### src/rtl/ctlwin_pkg.sv
package ctlwin_pkg;

  localparam logic [1:0] OFS_INDEX = 2'd2;
  localparam logic [1:0] OFS_DATA  = 2'd3;
  localparam logic [7:0] ESC_OPEN  = 8'hFF;
  localparam logic [7:0] ESC_CLOSE = 8'hFE;

  localparam int unsigned IDX_CMD    = 0;
  localparam int unsigned IDX_MVOL_L = 4;
  localparam int unsigned IDX_MVOL_R = 5;
  localparam int unsigned IDX_BASS   = 6;
  localparam int unsigned IDX_TREBLE = 7;
  localparam int unsigned IDX_FM_L   = 9;
  localparam int unsigned IDX_FM_R   = 10;
  localparam int unsigned IDX_SMP_L  = 11;
  localparam int unsigned IDX_SMP_R  = 12;

  localparam int unsigned MVOL_FLOOR = 28;

  // Routing decisions for one CPU access
  typedef struct packed {
    logic bank_wr;
    logic wr_fwd;
    logic rd_fwd;
    logic sel_status;
    logic sel_bank;
  } route_t;

  function automatic logic [7:0] shadow_init(input int unsigned i);
    case (i)
      19: return 8'h13;
      20: return 8'h30;
      21: return 8'h71;
      default: return 8'h00;
    endcase
  endfunction

  function automatic logic mvol_mute(input logic [5:0] c);
    return int'(c) < MVOL_FLOOR;
  endfunction

  function automatic logic [7:0] mvol_db(input logic [5:0] c);
    int v;
    if (int'(c) < MVOL_FLOOR) v = 0;
    else v = 2 * int'(c) - 120;
    return 8'(v);
  endfunction

  function automatic logic [7:0] tone_db(input logic [3:0] c, input int max_db);
    int v;
    v = 3 * (int'(c) - 6);
    if (v < -12) v = -12;
    if (v > max_db) v = max_db;
    return 8'(v);
  endfunction

  function automatic logic [7:0] offset_gain(input logic [7:0] b);
    return {~b[7], b[6:0]};
  endfunction

endpackage

### src/rtl/ctlwin_port.sv
module ctlwin_port
  import ctlwin_pkg::*;
(
  input  logic       clk,
  input  logic       rst_n,
  input  logic       cpu_wr,
  input  logic       cpu_rd,
  input  logic [1:0] cpu_ofs,
  input  logic [7:0] cpu_wdata,
  output logic       ctl_mode,
  output logic [7:0] cur_idx,
  output route_t     route
);

  logic at_index, at_data, is_esc, open_ev, close_ev, idx_wr;

  assign at_index = (cpu_ofs == OFS_INDEX);
  assign at_data  = (cpu_ofs == OFS_DATA);
  assign is_esc   = at_index && (cpu_wdata == ESC_OPEN || cpu_wdata == ESC_CLOSE);
  assign open_ev  = cpu_wr && at_index && (cpu_wdata == ESC_OPEN);
  assign close_ev = cpu_wr && at_index && (cpu_wdata == ESC_CLOSE);
  assign idx_wr   = cpu_wr && at_index && ctl_mode && !is_esc;

  always_comb begin
    route.bank_wr    = cpu_wr && at_data && ctl_mode;
    route.wr_fwd     = cpu_wr && !(cpu_ofs[1] && (ctl_mode || is_esc));
    route.rd_fwd     = cpu_rd && !(cpu_ofs[1] && ctl_mode);
    route.sel_status = ctl_mode && at_index;
    route.sel_bank   = ctl_mode && at_data;
  end

  always_ff @(posedge clk) begin
    if (!rst_n) begin
      ctl_mode <= 1'b0;
      cur_idx  <= 8'h00;
    end else begin
      if (open_ev)       ctl_mode <= 1'b1;
      else if (close_ev) ctl_mode <= 1'b0;
      if (idx_wr) cur_idx <= cpu_wdata;
    end
  end

endmodule

### src/rtl/ctlwin_bank.sv
module ctlwin_bank
  import ctlwin_pkg::*;
#(
  parameter int unsigned NREGS    = 25,
  parameter bit          SURROUND = 1'b0
) (
  input  logic               clk,
  input  logic               rst_n,
  input  logic               bank_wr,
  input  logic [7:0]         idx,
  input  logic [7:0]         wdata,
  output logic [7:0]         rdata,
  output logic [NREGS*8-1:0] live_flat,
  output logic [NREGS*8-1:0] shadow_flat
);

  localparam logic [7:0] ID_BYTE = SURROUND ? 8'h50 : 8'h70;

  logic [7:0] live   [NREGS];
  logic [7:0] shadow [NREGS];
  logic       cmd_wr, do_restore, do_save, idx_ok;

  assign idx_ok     = int'(idx) < int'(NREGS);
  assign cmd_wr     = bank_wr && (idx == 8'(IDX_CMD));
  assign do_restore = cmd_wr && wdata[0];
  assign do_save    = cmd_wr && wdata[1] && !wdata[0];

  for (genvar i = 0; i < NREGS; i++) begin : g_reg
    always_ff @(posedge clk) begin
      if (!rst_n) begin
        live[i]   <= 8'h00;
        shadow[i] <= shadow_init(i);
      end else begin
        if (do_restore)
          live[i] <= shadow[i];
        else if (bank_wr && i != IDX_CMD && idx == 8'(i))
          live[i] <= wdata;
        if (do_save)
          shadow[i] <= live[i];
      end
    end
    assign live_flat[i*8 +: 8]   = live[i];
    assign shadow_flat[i*8 +: 8] = shadow[i];
  end

  always_comb begin
    rdata = 8'hFF;
    if (idx == 8'(IDX_CMD)) rdata = ID_BYTE;
    else if (idx_ok) begin
      for (int i = 1; i < int'(NREGS); i++)
        if (idx == 8'(i)) rdata = live[i];
    end
  end

endmodule

### src/rtl/ctlwin_decode.sv
module ctlwin_decode
  import ctlwin_pkg::*;
(
  input  logic [5:0] mvol_l,
  input  logic [5:0] mvol_r,
  input  logic [3:0] bass_code,
  input  logic [3:0] treble_code,
  input  logic [7:0] fm_l,
  input  logic [7:0] fm_r,
  input  logic [7:0] smp_l,
  input  logic [7:0] smp_r,
  output logic [7:0] master_db_l,
  output logic [7:0] master_db_r,
  output logic       master_mute_l,
  output logic       master_mute_r,
  output logic [7:0] bass_db,
  output logic [7:0] treble_db,
  output logic [7:0] fm_gain_l,
  output logic [7:0] fm_gain_r,
  output logic [7:0] smp_gain_l,
  output logic [7:0] smp_gain_r
);

  assign master_db_l   = mvol_db(mvol_l);
  assign master_db_r   = mvol_db(mvol_r);
  assign master_mute_l = mvol_mute(mvol_l);
  assign master_mute_r = mvol_mute(mvol_r);
  assign bass_db       = tone_db(bass_code, 15);
  assign treble_db     = tone_db(treble_code, 12);
  assign fm_gain_l     = offset_gain(fm_l);
  assign fm_gain_r     = offset_gain(fm_r);
  assign smp_gain_l    = offset_gain(smp_l);
  assign smp_gain_r    = offset_gain(smp_r);

endmodule

### src/rtl/ctlwin_gate.sv
module ctlwin_gate
  import ctlwin_pkg::*;
#(
  parameter int unsigned NREGS    = 25,
  parameter bit          SURROUND = 1'b0
) (
  input  logic       clk,
  input  logic       rst_n,
  input  logic       cpu_wr,
  input  logic       cpu_rd,
  input  logic [1:0] cpu_ofs,
  input  logic [7:0] cpu_wdata,
  output logic [7:0] cpu_rdata,
  input  logic [7:0] status_in,
  output logic       ds_wr,
  output logic       ds_rd,
  output logic [1:0] ds_ofs,
  output logic [7:0] ds_wdata,
  input  logic [7:0] ds_rdata,
  output logic [7:0] master_db_l,
  output logic [7:0] master_db_r,
  output logic       master_mute_l,
  output logic       master_mute_r,
  output logic [7:0] bass_db,
  output logic [7:0] treble_db,
  output logic [7:0] fm_gain_l,
  output logic [7:0] fm_gain_r,
  output logic [7:0] smp_gain_l,
  output logic [7:0] smp_gain_r
);

  localparam int unsigned FLAT_W = NREGS * 8;

  logic              ctl_mode;
  logic [7:0]        cur_idx;
  route_t            route;
  logic [7:0]        bank_rdata;
  logic [FLAT_W-1:0] live_flat;
  logic [FLAT_W-1:0] shadow_flat;

  ctlwin_port u_port (
    .clk       (clk),
    .rst_n     (rst_n),
    .cpu_wr    (cpu_wr),
    .cpu_rd    (cpu_rd),
    .cpu_ofs   (cpu_ofs),
    .cpu_wdata (cpu_wdata),
    .ctl_mode  (ctl_mode),
    .cur_idx   (cur_idx),
    .route     (route)
  );

  ctlwin_bank #(.NREGS(NREGS), .SURROUND(SURROUND)) u_bank (
    .clk         (clk),
    .rst_n       (rst_n),
    .bank_wr     (route.bank_wr),
    .idx         (cur_idx),
    .wdata       (cpu_wdata),
    .rdata       (bank_rdata),
    .live_flat   (live_flat),
    .shadow_flat (shadow_flat)
  );

  ctlwin_decode u_dec (
    .mvol_l        (live_flat[IDX_MVOL_L*8 +: 6]),
    .mvol_r        (live_flat[IDX_MVOL_R*8 +: 6]),
    .bass_code     (live_flat[IDX_BASS*8 +: 4]),
    .treble_code   (live_flat[IDX_TREBLE*8 +: 4]),
    .fm_l          (live_flat[IDX_FM_L*8 +: 8]),
    .fm_r          (live_flat[IDX_FM_R*8 +: 8]),
    .smp_l         (live_flat[IDX_SMP_L*8 +: 8]),
    .smp_r         (live_flat[IDX_SMP_R*8 +: 8]),
    .master_db_l   (master_db_l),
    .master_db_r   (master_db_r),
    .master_mute_l (master_mute_l),
    .master_mute_r (master_mute_r),
    .bass_db       (bass_db),
    .treble_db     (treble_db),
    .fm_gain_l     (fm_gain_l),
    .fm_gain_r     (fm_gain_r),
    .smp_gain_l    (smp_gain_l),
    .smp_gain_r    (smp_gain_r)
  );

  assign ds_wr    = route.wr_fwd;
  assign ds_rd    = route.rd_fwd;
  assign ds_ofs   = cpu_ofs;
  assign ds_wdata = cpu_wdata;

  always_comb begin
    if (route.sel_status)    cpu_rdata = status_in;
    else if (route.sel_bank) cpu_rdata = bank_rdata;
    else                     cpu_rdata = ds_rdata;
  end

endmodule

### config.mk
export PLATFORM = sky130hd
export DESIGN_NAME = ctlwin_gate
export DESIGN_NICKNAME = d
export VERILOG_FILES = /design/src/rtl/ctlwin_pkg.sv /design/src/rtl/ctlwin_port.sv /design/src/rtl/ctlwin_bank.sv /design/src/rtl/ctlwin_decode.sv /design/src/rtl/ctlwin_gate.sv
export SDC_FILE = /design/constraint.sdc
export NUM_CORES = 1
export LEC_CHECK = 0
export BUFFER_PORTS_ARGS = -buffer_cell sky130_fd_sc_hd__buf_2
export CAP_MARGIN = 5
export CORE_MARGIN = 3
export CORE_UTILIZATION = 27
export CTS_BUF_LIST = sky130_fd_sc_hd__clkbuf_16
export DETAILED_ROUTE_END_ITERATION = 10
export GPL_ROUTABILITY_DRIVEN = 0
export SETUP_SLACK_MARGIN = 0.3
export SYNTH_ARGS = -nofsm -noshare
export SYNTH_HDL_FRONTEND = slang
export SYNTH_SLANG_ARGS = --single-unit
### constraint.sdc
create_clock -name clk -period 21 [get_ports clk]
set_input_delay 1.05 -clock clk [delete_from_list [all_inputs] [get_ports clk]]
set_output_delay 1.05 -clock clk [all_outputs]
set_load 0.03 [all_outputs]
# After elaboration in Yosys (flattened, before gate mapping)
# Memories as Yosys holds them, arrays and structs flattened.
# Index checks and enable logic that the tools add are counted.
totals:
  reg_bits: 9
  latchBits: 0
  mem_bits_rw: 400
  romBits: 0
  in_bits: 30
  output_inout_bits: 86
  word_cells: 386
  n_memories: 2
op_classes:
  add_sub_neg: 4
  n_mul: 2
  div_mod_pow: 0
  magnitude_cmp: 7
  n_eq_ne: 28
  n_shift: 0
  mux: 213
  bitwise: 78
  reduce_logical: 50
memory_table:
  columns: ["memory", "words", "width", "rd", "rd_clocked_by_memory_dff", "write_ports", "line", "rtl"]
  rows:
  - ["u_bank.live", 25, 8, 25, 0, 25, "ctlwin_bank.sv:19", "logic [7:0] live [NREGS];"]
  - ["u_bank.shadow", 25, 8, 25, 0, 25, "ctlwin_bank.sv:20", "logic [7:0] shadow [NREGS];"]
ops:
  columns: ["op", "count"]
  rows:
  - ["8-bit two-way mux", 106]
  - ["1-bit two-way mux", 105]
  - ["1-bit bitwise OR", 74]
  - ["8-bit by 5-bit == test with 1-bit output, second input constant", 9]
  - ["8-bit by 4-bit == test with 1-bit output, second input constant", 8]
  - ["32-bit by 5-bit greater-than comparator with 1-bit output, second input constant", 2]
  - ["32-bit by 5-bit < comparator with 1-bit output, second input constant", 2]
  - ["3-bit by 32-bit multiplier with 32-bit output, first input constant", 2]
  - ["32-bit two-way mux", 2]
  - ["1-bit logical AND", 42]
  - ["8-bit by 3-bit == test with 1-bit output, second input constant", 4]
  - ["8-bit by 2-bit == test with 1-bit output, second input constant", 2]
  - ["8-bit == test, second input constant", 2]
  - ["7-bit by 7-bit subtractor with 8-bit output, second input constant", 2]
  - ["6-bit by 5-bit < comparator with 1-bit output, second input constant", 2]
  - ["4-bit by 3-bit subtractor with 5-bit output, second input constant", 2]
  - ["8-bit by 1-bit == test with 1-bit output, second input constant", 1]
  - ["8-bit logical NOT", 1]
  - ["8-bit by 5-bit < comparator with 1-bit output, second input constant", 1]
  - ["2-bit == test, second input constant", 2]
  - ["1-bit logical NOT", 4]
  - ["1-bit inverter", 4]
  - ["1-bit logical OR", 2]
  - ["2-bit nonzero test", 1]

# Longest topological paths before layout
depth:
  ltp_word: 29
  mapped_depth: 22
  mapped_depth_nobuf: 21

# Hierarchy
# From an unflattened synthesis, not the netlist that was laid out.
hier_totals:
  cells_unflattened: 1549
  hier_area_um2: 19900.3
modules_own_cells:
  columns: ["module", "n_inst", "cells_each", "area_per_inst_um2"]
  rows:
  - ["ctlwin_bank", 1, 1304, 18039.8]
  - ["ctlwin_decode", 1, 158, 1176.1]
  - ["ctlwin_port", 1, 51, 436.7]
  - ["ctlwin_gate", 1, 36, 247.7]

# Least setup slack after synthesis
# No wires, ideal clock.
synth_path:
  kind: "input to register"
  start: "input port cpu_wdata[1]"
  end: "memory u_bank.shadow[10][0] (enable)"
  setup_ps: 1010
  t_arrival_ps: 15132
  setup_slack_ps: 4858
  cell_stages: 4
  n_path_buf: 2
  path_cell_list: "clkbuf_1 > nand4b_2 > clkbuf_1 > o21ai_0"
synth_lines:
  columns: ["item", "line", "rtl"]
  rows:
  - ["from (decl)", "ctlwin_gate.sv:12", "input logic [7:0] cpu_wdata,"]
  - ["to (decl)", "ctlwin_bank.sv:20", null]

==> metrics <==
via count=14.0k; largest family of logic cells by synthesized area=compound AO/OA/AOI/OAI gates; Reg power frac=0.519; Initial Util=0.274; area grow syn2layout=13.4%; # Post-CTS Setup Buffers=0; CTS Buf Count=42; Clock Skew=0.0262 ns; R2R setup slack=16.37 ns; IO Port Bufs=113; outcome=finished, final reports clean; Pre-Repair DR Iteration Count=9; Internal=1.32 mW; first-pass GRT wire length=92.5 mm; endpoints failing setup=0; Slew HR=0.177; clock root buffer=clkbuf_16; YS warnings=0; Clock power frac=0.421; DR WL/cell=25.0 um; register area share after synthesis=0.605; top_reg_cell synth=edfxtp_1; Rows=97; Num Clock Sinks=393; setup TNS=0 ns; ranking of synthesized cells by area=edfxtp_1 (60%), a22o_1 (8.7%), and2_1 (5.6%), ha_1 (2.3%), mux2i_1 (1.6%); count leader, synth=edfxtp_1; compound-cell area share of the yosys netlist=0.163; largest net degree at the start of global routing=97; die extent in y=274 um; mux cell area share after synthesis=0.0277; CP arrival=6.44 ns; Yosys top cell by area=edfxtp_1; storage element area=11700 um2; LEAKAGE=7.85 nW; post-synthesis cell count=1519; Final Hold Fails=0; Power Total=1.73 mW; worst skew pair latency=0.57 ns; VDD IR-drop max=0.0000490 V; initial antenna violation count=2; simple-gate portion of the synthesized area=0.127; Post-synth top cells=edfxtp_1 (384), a22o_1 (193), and2_1 (174); share of cells above drive strength 1=0.158; f_max=0.133 GHz; synthesized area per cell=12.7 um2; number of nets in the layout=1627; crit start category=flop; Min-Delay Path Class=flop to flop; Worst Tran Pin Value=1.22 ns; CP Max Fanout=12; Synth top area share=0.596; post-synthesis adder-cell area fraction=0.0243; worst hold slack=0.528 ns; post-CTS resize count=0; sw frac=0.238; Util after Layout=0.311; number of flops mapped to enable cells by yosys=384; fraction of the cycle the final worst path needs=0.357; multi-input logic area=6760 um2; Filler Cells Inserted=6992; MaxCap Viol Count=0; RSZ-0062 raised after global routing=false; Clock Pin Slew Worst Setup and Hold Paths=0.06 ns; Vias/cell=5.54; clk buf depth=3; CTS tree=built; grt ovf=0; die width=274 um; Logic pwr share=0.060; Worst Setup End Kind=output port; Die ar.=74900 um2; Final Critical Period=7.49 ns; Post-Synth XOR/XNOR Area=0.00543; share of flip-flops with an asynchronous set or reset=0; Synth Register Bits=393; switching pwr=0.412 mW; core area=70500 um2; hold buffers post-CTS=0; post-synthesis cell type count=78; GRT Overall Usage=0.163; I/O pin cnt=116; WS Path Type=flop to output port; max-slew violations=0; Synth Cell Area=19300 um2; DRT antenna net count=0; vias in the first global route=13.6k; Total Wirelength=63.3 mm; H-tree Lvls=2; DRC=0; pwr dens=78.9 nW/um2; Data required, critical path=19.95 ns; post-DP HPWL=40.1 mm; initial DRC count=1635
[cells by family after synthesis]
| group | after synthesis |
|---|---|
| and+or+nand+nor | 438 |
| xor gates and xnor gates | 12 |
| muxes | 45 |
| AOI/OAI and AO/OA | 409 |
| adders and majority gates | 37 |
| other | 1 |
| buffers and inverters | 184 |
| DFF | 393 |
[layout by cell type, fill, tap and decap left out, types with 7 or more instances in the layout]
cell type	Yosys	routed
clkbuf_16	0	43
nor3_1	28	27
a21oi_1	31	31
nand2b_1	15	15
and2_1	174	174
clkinv_1	0	12
or3_1	20	20
buf_4	40	36
buf_2	34	115
ha_1	36	36
a221oi_1	7	7
mux2_2	8	8
nor2_1	68	68
nand4_1	10	10
a211oi_1	8	8
o22ai_1	20	20
a22oi_1	8	8
o21ai_0	55	54
inv_1	26	29
a22o_1	193	193
clkinv_2	0	9
dfxtp_1	9	7
o221ai_1	7	7
a31oi_1	8	8
nand2_1	45	45
a21o_1	8	8
nor2b_1	21	21
mux2i_1	31	31
nand3_1	19	19
edfxtp_1	384	384
[metrics by stage]
stage | instances | cell area (um2) | worst slack [ns]
final | 2532 | 21900 | 13.51
after global routing | 2532 | 21900 | 13.13
after CTS | 2526 | 21900 | 13.67
after detailed placement | 2451 | 20600 | 14.29
after global placement | 2451 | 20600 | 14.74
after floorplan | 1520 | 19400 | 4.86
[power by group through the flow]
stage          clock network, mW  logic [mW]  registers (mW)
6_report                   0.730       0.103           0.899
5_1_grt                    0.770       0.109           0.901
4_1_cts                    0.736       0.102           0.899
3_5_place_dp                   0       0.102           0.915
3_3_place_gp                   0      0.0987           0.914
2_1_floorplan                  0      0.0657           0.916
[critical path, stage by stage, from the launching register on]
cell	delay [ns]
edfxtp_1	0.51
a21oi_1	0.80
ha_1	0.37
ha_1	0.31
inv_1	0.06
o21bai_1	0.28
nand3_1	0.21
ha_1	0.37
nor4_1	0.23
o2111ai_1	0.18
nor3_1	0.23
nand4_1	0.13
ha_1	0.36
nor4b_1	0.36
nand4_1	0.15
or3_1	0.37
o31a_1	0.25
o31a_1	0.17
or3_1	0.34
buf_2	0.19
[worst paths after layout]
| check | cells past startpoint | start | to |
|---|---|---|---|
| setup / recovery | 19 | u_bank.live[0][49] | bass_db[2] |
| hold / removal | 1 | u_bank.shadow[20][2] | u_bank.live[2][34] |
| setup reg to reg | 7 | u_port.cur_idx[4] | u_bank.shadow[9][3] |
| hold reg to reg | 1 | u_bank.shadow[20][2] | u_bank.live[2][34] |
[layer usage]
| layer | vias up | wire, um | global-route usage |
|---|---|---|---|
| met1 | 7104 | 25700 | 0.215 |
| met4 | 2 | 2690 | 0.0681 |
| met2 | 854 | 29800 | 0.265 |
| met5 | - | 7 | 0 |
| met3 | 169 | 5110 | 0.0270 |
| li1 | 5895 | - | - |
[state kept, by name (all words and copies together) (netlist names)]
name / flops
u_bank.live: 192
u_bank.shadow: 192
u_port.ctl_mode: 1
u_port.cur_idx: 8
[layout make-up]
class	count	share of cell area
inverter	26	0.00445
tap	940	0.0536
clock inverter	32	0.0111
timing repair buffer	154	0.0395
clock buffer	43	0.0491
antenna	1	0.000114
sequential	393	0.534
multi-input combinational	943	0.308
No activity file was read; power rests on OpenSTA's default activity.
